## src/rtl/hash_word_formatter.sv

```systemverilog
module hash_word_formatter #(
  parameter int LEN_W = 64
) (
  input  logic             clk,
  input  logic             rst_n,
  input  logic             cfg_we,
  input  logic [1:0]       cfg_order,
  input  logic [LEN_W-1:0] cfg_len_bits,
  input  logic             wr_valid,
  input  logic [31:0]      wr_data,
  output logic             wr_ready,
  output logic             wr_err,
  output logic             out_valid,
  output logic [7:0]       out_byte,
  output logic             out_last,
  input  logic             out_ready
);
  localparam int CNT_W = LEN_W - 3;

  logic             cfgd;
  logic [1:0]       order_q;
  logic [1:0]       guard;
  logic [CNT_W-1:0] rem;
  logic [2:0]       pend;
  logic [31:0]      sh;
  logic [31:0]      perm;
  logic [2:0]       nb;

  always_comb begin
    case (order_q)
      2'd0:    perm = wr_data;
      2'd1:    perm = {wr_data[7:0], wr_data[15:8], wr_data[23:16], wr_data[31:24]};
      2'd2:    perm = {wr_data[23:16], wr_data[31:24], wr_data[15:8], wr_data[7:0]};
      default: perm = {wr_data[15:8], wr_data[7:0], wr_data[31:24], wr_data[23:16]};
    endcase
  end

  assign nb        = (rem > CNT_W'(3)) ? 3'd4 : rem[2:0];
  assign wr_ready  = (guard == 2'd0) && (pend == 3'd0);
  assign out_valid = (pend != 3'd0);
  assign out_byte  = sh[31:24];
  assign out_last  = out_valid && (rem == CNT_W'(1));

  wire acc  = wr_valid && wr_ready;
  wire take = acc && cfgd && (rem != '0);
  wire pop  = out_valid && out_ready;

  always_ff @(posedge clk) begin
    if (!rst_n) begin
      cfgd    <= 1'b0;
      order_q <= 2'd0;
      guard   <= 2'd0;
      rem     <= '0;
      pend    <= 3'd0;
      sh      <= '0;
      wr_err  <= 1'b0;
    end else begin
      wr_err <= acc && (!cfgd || rem == '0);
      if (cfg_we) begin
        cfgd    <= 1'b1;
        order_q <= cfg_order;
        rem     <= cfg_len_bits[LEN_W-1:3];
        guard   <= 2'd2;
        pend    <= 3'd0;
      end else begin
        if (guard != 2'd0) guard <= guard - 2'd1;
        if (pop) begin
          sh   <= sh << 8;
          pend <= pend - 3'd1;
          rem  <= rem - CNT_W'(1);
        end
        if (take) begin
          sh   <= perm;
          pend <= nb;
        end
      end
    end
  end

  a_r3_guard: assert property (@(posedge clk) disable iff (!rst_n)
    cfg_we |=> !wr_ready ##1 !wr_ready);
  a_r6_busy: assert property (@(posedge clk) disable iff (!rst_n)
    (take && !cfg_we) |=> (out_valid && !wr_ready));
  a_r7_unconfigured: assert property (@(posedge clk) disable iff (!rst_n)
    (acc && !cfgd) |=> (wr_err && !out_valid));
  a_r8_exhausted: assert property (@(posedge clk) disable iff (!rst_n)
    (acc && cfgd && rem == '0) |=> (wr_err && !out_valid));
  a_r9_hold: assert property (@(posedge clk) disable iff (!rst_n)
    (out_valid && !out_ready && !cfg_we) |=> (out_valid && $stable(out_byte)));
  a_r5_last_ends: assert property (@(posedge clk) disable iff (!rst_n)
    (pop && out_last && !cfg_we) |=> !out_valid);
endmodule

```

## config.mk

```make
export PLATFORM = sky130hd
export DESIGN_NAME = hash_word_formatter
export DESIGN_NICKNAME = d
export VERILOG_FILES = /design/src/rtl/hash_word_formatter.sv
export SDC_FILE = /design/constraint.sdc
export NUM_CORES = 1
export LEC_CHECK = 0
export ABC_AREA = 0
export BUFFER_PORTS_ARGS = -buffer_cell sky130_fd_sc_hd__buf_2
export CORE_MARGIN = 5
export CORE_UTILIZATION = 53
export CTS_CLUSTER_DIAMETER = 60
export DETAILED_ROUTE_END_ITERATION = 7
export PLACE_DENSITY = 0.75
export SLEW_MARGIN = 20
export SYNTH_ARGS = -nofsm -noshare
export SYNTH_HDL_FRONTEND = slang
export SYNTH_SLANG_ARGS = --single-unit
```

## constraint.sdc

```tcl
create_clock -name clk -period 2.84 [get_ports clk]
set_input_delay 0.568 -clock clk [delete_from_list [all_inputs] [get_ports clk]]
set_output_delay 0.568 -clock clk [all_outputs]
set_load 0.01 [all_outputs]
```

==> results by stage <==
Outcome:
- The flow ran to the end, and the final reports show no timing, DRC or antenna violations.

Yosys:
- The mux cell area share after synthesis is under 10%.
- For this run, asynchronously set or reset flops after synthesis account for 0%.
- The count of unique library cells instantiated by Yosys is between 50 and 60.
- The synthesized netlist devotes approximately 21% of its cell area to compound gates.
- The net count of the mapped netlist is just over 800.
- The synthesized netlist devotes roughly 7.9% of its cell area to XOR and XNOR gates.
- The largest area contributor in the netlist is dfxtp_1.
- The total standard cell area after synthesis is 6070 µm².
- Yosys printed 0 warnings.
- After synthesis, the largest family of logic cells by area is simple AND/OR/NAND/NOR gates.
- After synthesis the netlist holds a flip-flop and latch count of between 100 and 150.
- The top-area cell type share of the netlist area is 33.6%.
- The most used flip-flop cell after synthesis is dfxtp_1.
- Counting flops with a built-in enable in the synthesized netlist gives 0.
- The adder and majority cell fraction of the synthesized area is 1.24%.
- Ranked by instance count, the synthesized netlist is headed by dfxtp_1 (102), o21ai_0 (100), nand2_1 (52), a21oi_1 (44), nor2_1 (42).
- The synthesized area per cell is 8.60 µm².
- The synthesized instance count is 706.
- Summing the areas of all and, or, nand and nor instances in the mapped netlist gives 20.9% of the synthesized area.
- The sequential element share of the synthesized area is 33.6%.
- The most numerous cell in the Yosys netlist is dfxtp_1.
- Sorting the synthesized cells by area gives the leading types as dfxtp_1 (34%), o21ai_0 (8.2%), mux4_2 (5.9%).

Layout:
- Cells with a size suffix above 1 make up 27.2% of the layout.
- From synthesis to final layout, the design area changed by 16.0%.
- The post-route cell area is 7040 µm².
- The fraction of the core area covered by cells at the end of the flow is roughly 62%.
- The fill cell total of the finished layout is ~1000.
- The final layout net count is 906.

Critical path:
- The data required time at the worst endpoint is 2.27 ns.
- The largest driver fanout on the critical path is 2.
- The type of the setup path with the least slack is reg -> out.
- The critical path ends at out_last.
- The type of destination of the critical path is an output port.
- The worst register-to-register path ends at rem[25]$_SDFFE_PN0P_.
- In this run the register-to-register setup slack is ~0.30 ns.
- The startpoint of the most critical register-to-register path is rem[2]$_SDFFE_PN0P_.
- The worst setup path startpoint is rem[52]$_SDFFE_PN0P_.
- The launching element type of the critical path is a flop.
- The cell count of the worst reg-to-reg path is 7.
- Data on the critical path arrives at its endpoint at 2.23 ns.

Timing:
- For the finished layout, the period the worst path requires is 2.80 ns.
- The max-slew violation count came to 0.
- The number of hold-slack violations in the final timing report is 0.
- On the final layout, the worst clock skew is 0.00863 ns.
- The slew at the pin closest to its max-slew limit is 0.798 ns.
- The final number of setup-violating endpoints is 0.
- The tightest slew margin relative to the limit is 46.8%.
- Adding up every negative setup slack in the final design gives 0 ns.
- Dividing the final minimum period by the clock period gives 98.5%.
- The highest clock rate is about 0.36 GHz.
- The setup slack of the critical path after layout is 0.0431 ns.
- Setup repair after global routing could not meet its margin everywhere.

Flow run:
- The tool flagged a number of max-cap violations equal to 0.

Min path:
- The worst min-delay path category is reg -> reg.

Clock network:
- CTS built an H-tree with a depth of 3.
- No sink is reached through more buffers than the 2 on the longest clock path.
- The number of sinks driven by the clock tree is 102.
- The clock-pin slew on the worst setup and hold paths is approximately 0.070 ns.
- TritonCTS built the clock tree.
- The clock latency of the later-clocked register in the worst-skew pair is 0.34 ns.
- The tree is rooted in a clkbuf_16.
- The number of hold buffers added after cts is 0.
- The number of CTS-inserted buffers is 9.

Routing:
- The number of DRC markers after the initial detailed-route iteration is between 300 and 400.
- Dividing the detail-routed wire length by the instance count gives between 15 and 20 µm.
- The first detailed-routing pass ran for 5 iterations.
- Summed over all layers, the routed wires come to 14.9 mm.
- For this run, design rule violations remaining after detail routing come to 0.
- The routed layout has 5474 vias.
- The remaining antenna violation count is 0.
- Using the TritonRoute via totals, the vias-per-cell ratio works out to between 5 and 6.

Global routing:
- The pin count of the biggest net entering global routing is 93.
- Global routing used 22.0% of the available tracks across all layers.
- The number of global-route vias before repair came to about 5200.
- The number of antenna violations at the first check in global routing came to 1.
- The first global-routing pass estimated 24.3 mm of wire.
- The aggregate global routing overflow is 0.

Floorplan:
- 115 I/O pins were placed.
- For this configuration, the core starts out at a cell density of a little over half.
- The area of the die is 13700 µm².
- The vertical extent of the die is 117 µm.
- The horizontal die dimension is between 100 and 150 µm.
- The area of the core is 11300 µm².
- The floorplan has 39 rows.

Power and ir drop:
- Total power for the finished layout comes to 0.00340 W.
- The leakage power summed over all cells is 2.72 nW.
- Power spread over the standard cell area amounts to 483 nW/µm².
- VDD sags by at most ~0.00025 V.

Placed design:
- The HPWL after detailed placement is 10.7 mm.
- Port buffering added ~110 buffers.
- The post-placement cell area is 6690 µm².
- The worst-case setup slack after placement is 0.237 ns.
- The routability-driven placement congestion ratio is between 0.9 and 1.
[layout by cell type, fill, tap and decap left out, types with 3 or more instances in the layout]
cell type	Yosys	routed
nand4_1	9	9
or3_1	8	8
nand3_1	18	18
xor2_1	34	34
nor2_1	42	42
o21ai_0	100	100
nor3_1	19	19
mux4_2	16	16
o211a_1	6	6
buf_2	8	110
a211oi_1	5	5
buf_4	8	26
nand2b_1	7	7
ha_1	6	6
o2bb2ai_1	8	8
clkbuf_16	0	9
dfxtp_2	0	4
xnor2_1	21	21
and2_1	16	16
nand4b_1	4	4
nand3b_1	3	3
nor4_1	19	18
inv_1	23	22
mux2i_1	18	18
nand2_1	52	52
dfxtp_1	102	96
nor2b_1	6	6
a31oi_1	3	3
a211oi_2	20	20
nor4_4	2	3
a21oi_1	44	44
[per-stage QoR]
stage / std cells / hold WS, ns
final: 946 / 0.452
after global routing: 946 / 0.461
after CTS: 943 / 0.451
after detailed placement: 926 / 0.441
after global placement: 926 / 0.434
after floorplan: 706 / 0.421
[how the worst min path moves through the flow]
stage / start / to / slack, ns / cells past startpoint
2_1_floorplan: guard[0]$_SDFFE_PP0P_ / guard[0]$_SDFFE_PP0P_ / 0.42 / 1
3_3_place_gp: guard[0]$_SDFFE_PP0P_ / guard[0]$_SDFFE_PP0P_ / 0.43 / 1
3_5_place_dp: guard[0]$_SDFFE_PP0P_ / guard[0]$_SDFFE_PP0P_ / 0.44 / 1
4_1_cts: guard[0]$_SDFFE_PP0P_ / guard[0]$_SDFFE_PP0P_ / 0.45 / 1
5_1_grt: wr_valid / wr_err$_SDFF_PN0_ / 0.46 / 3
6_report: guard[0]$_SDFFE_PP0P_ / guard[0]$_SDFFE_PP0P_ / 0.45 / 1
[kinds of logic after synthesis]
group	count (synthesis)
and+or+nand+nor	231
AOI/OAI and AO/OA	197
DFF	102
buffers and inverters	81
xor gates and xnor gates	55
muxes	34
adders and majority gates	6
[layer usage]
| metal | routed length, µm | track usage (%) |
|---|---|---|
| met1 | 6510 | 28.9 |
| met2 | 7160 | 36.6 |
| met3 | 854 | 3.80 |
| met4 | 352 | 7.65 |
| met5 | 0 | 0 |
[worst max-delay path, stage by stage (launching register included)]
cell and delay (ns):
dfxtp_2 0.33, or4_4 0.55, nor4_4 0.30, and4_4 0.28
and2_4 0.15, and3_4 0.18, buf_6 0.10
[layout make-up]
type / instances / area [µm²] / area share, %
multi-input cells: 523 / 3670 / 52.1
repair buffers: 138 / 777 / 11.0
inverters: 23 / 86.3 / 1.23
flip-flops and latches: 102 / 2050 / 29.2
well taps: 143 / 179 / 2.54
clock inverters: 5 / 35.0 / 0.497
clock buffers: 11 / 243 / 3.45
diodes: 1 / 2.50 / 0.0355
[state kept, by name, indices dropped and copies added, names as in the netlist]
signal   count
rem         61
cfgd         1
wr_err       1
sh          32
guard        2
pend         3
order_q      2
[power by group]
| group | switching [W] | internal (W) | leakage [nW] |
|---|---|---|---|
| sequential | 0.0000895 | 0.00152 | 0.843 |
| clock | 0.000535 | 0.000619 | 0.135 |
| combinational | 0.000338 | 0.000300 | 1.74 |
| total | 0.000963 | 0.00244 | 2.72 |
[repair_timing]
item                       CTS  global route
buffers inserted             1             2
setup endpoints to repair    1             1
pin swaps                    3             4
resized for setup            6             9
Power figures use the tool's default switching activity.
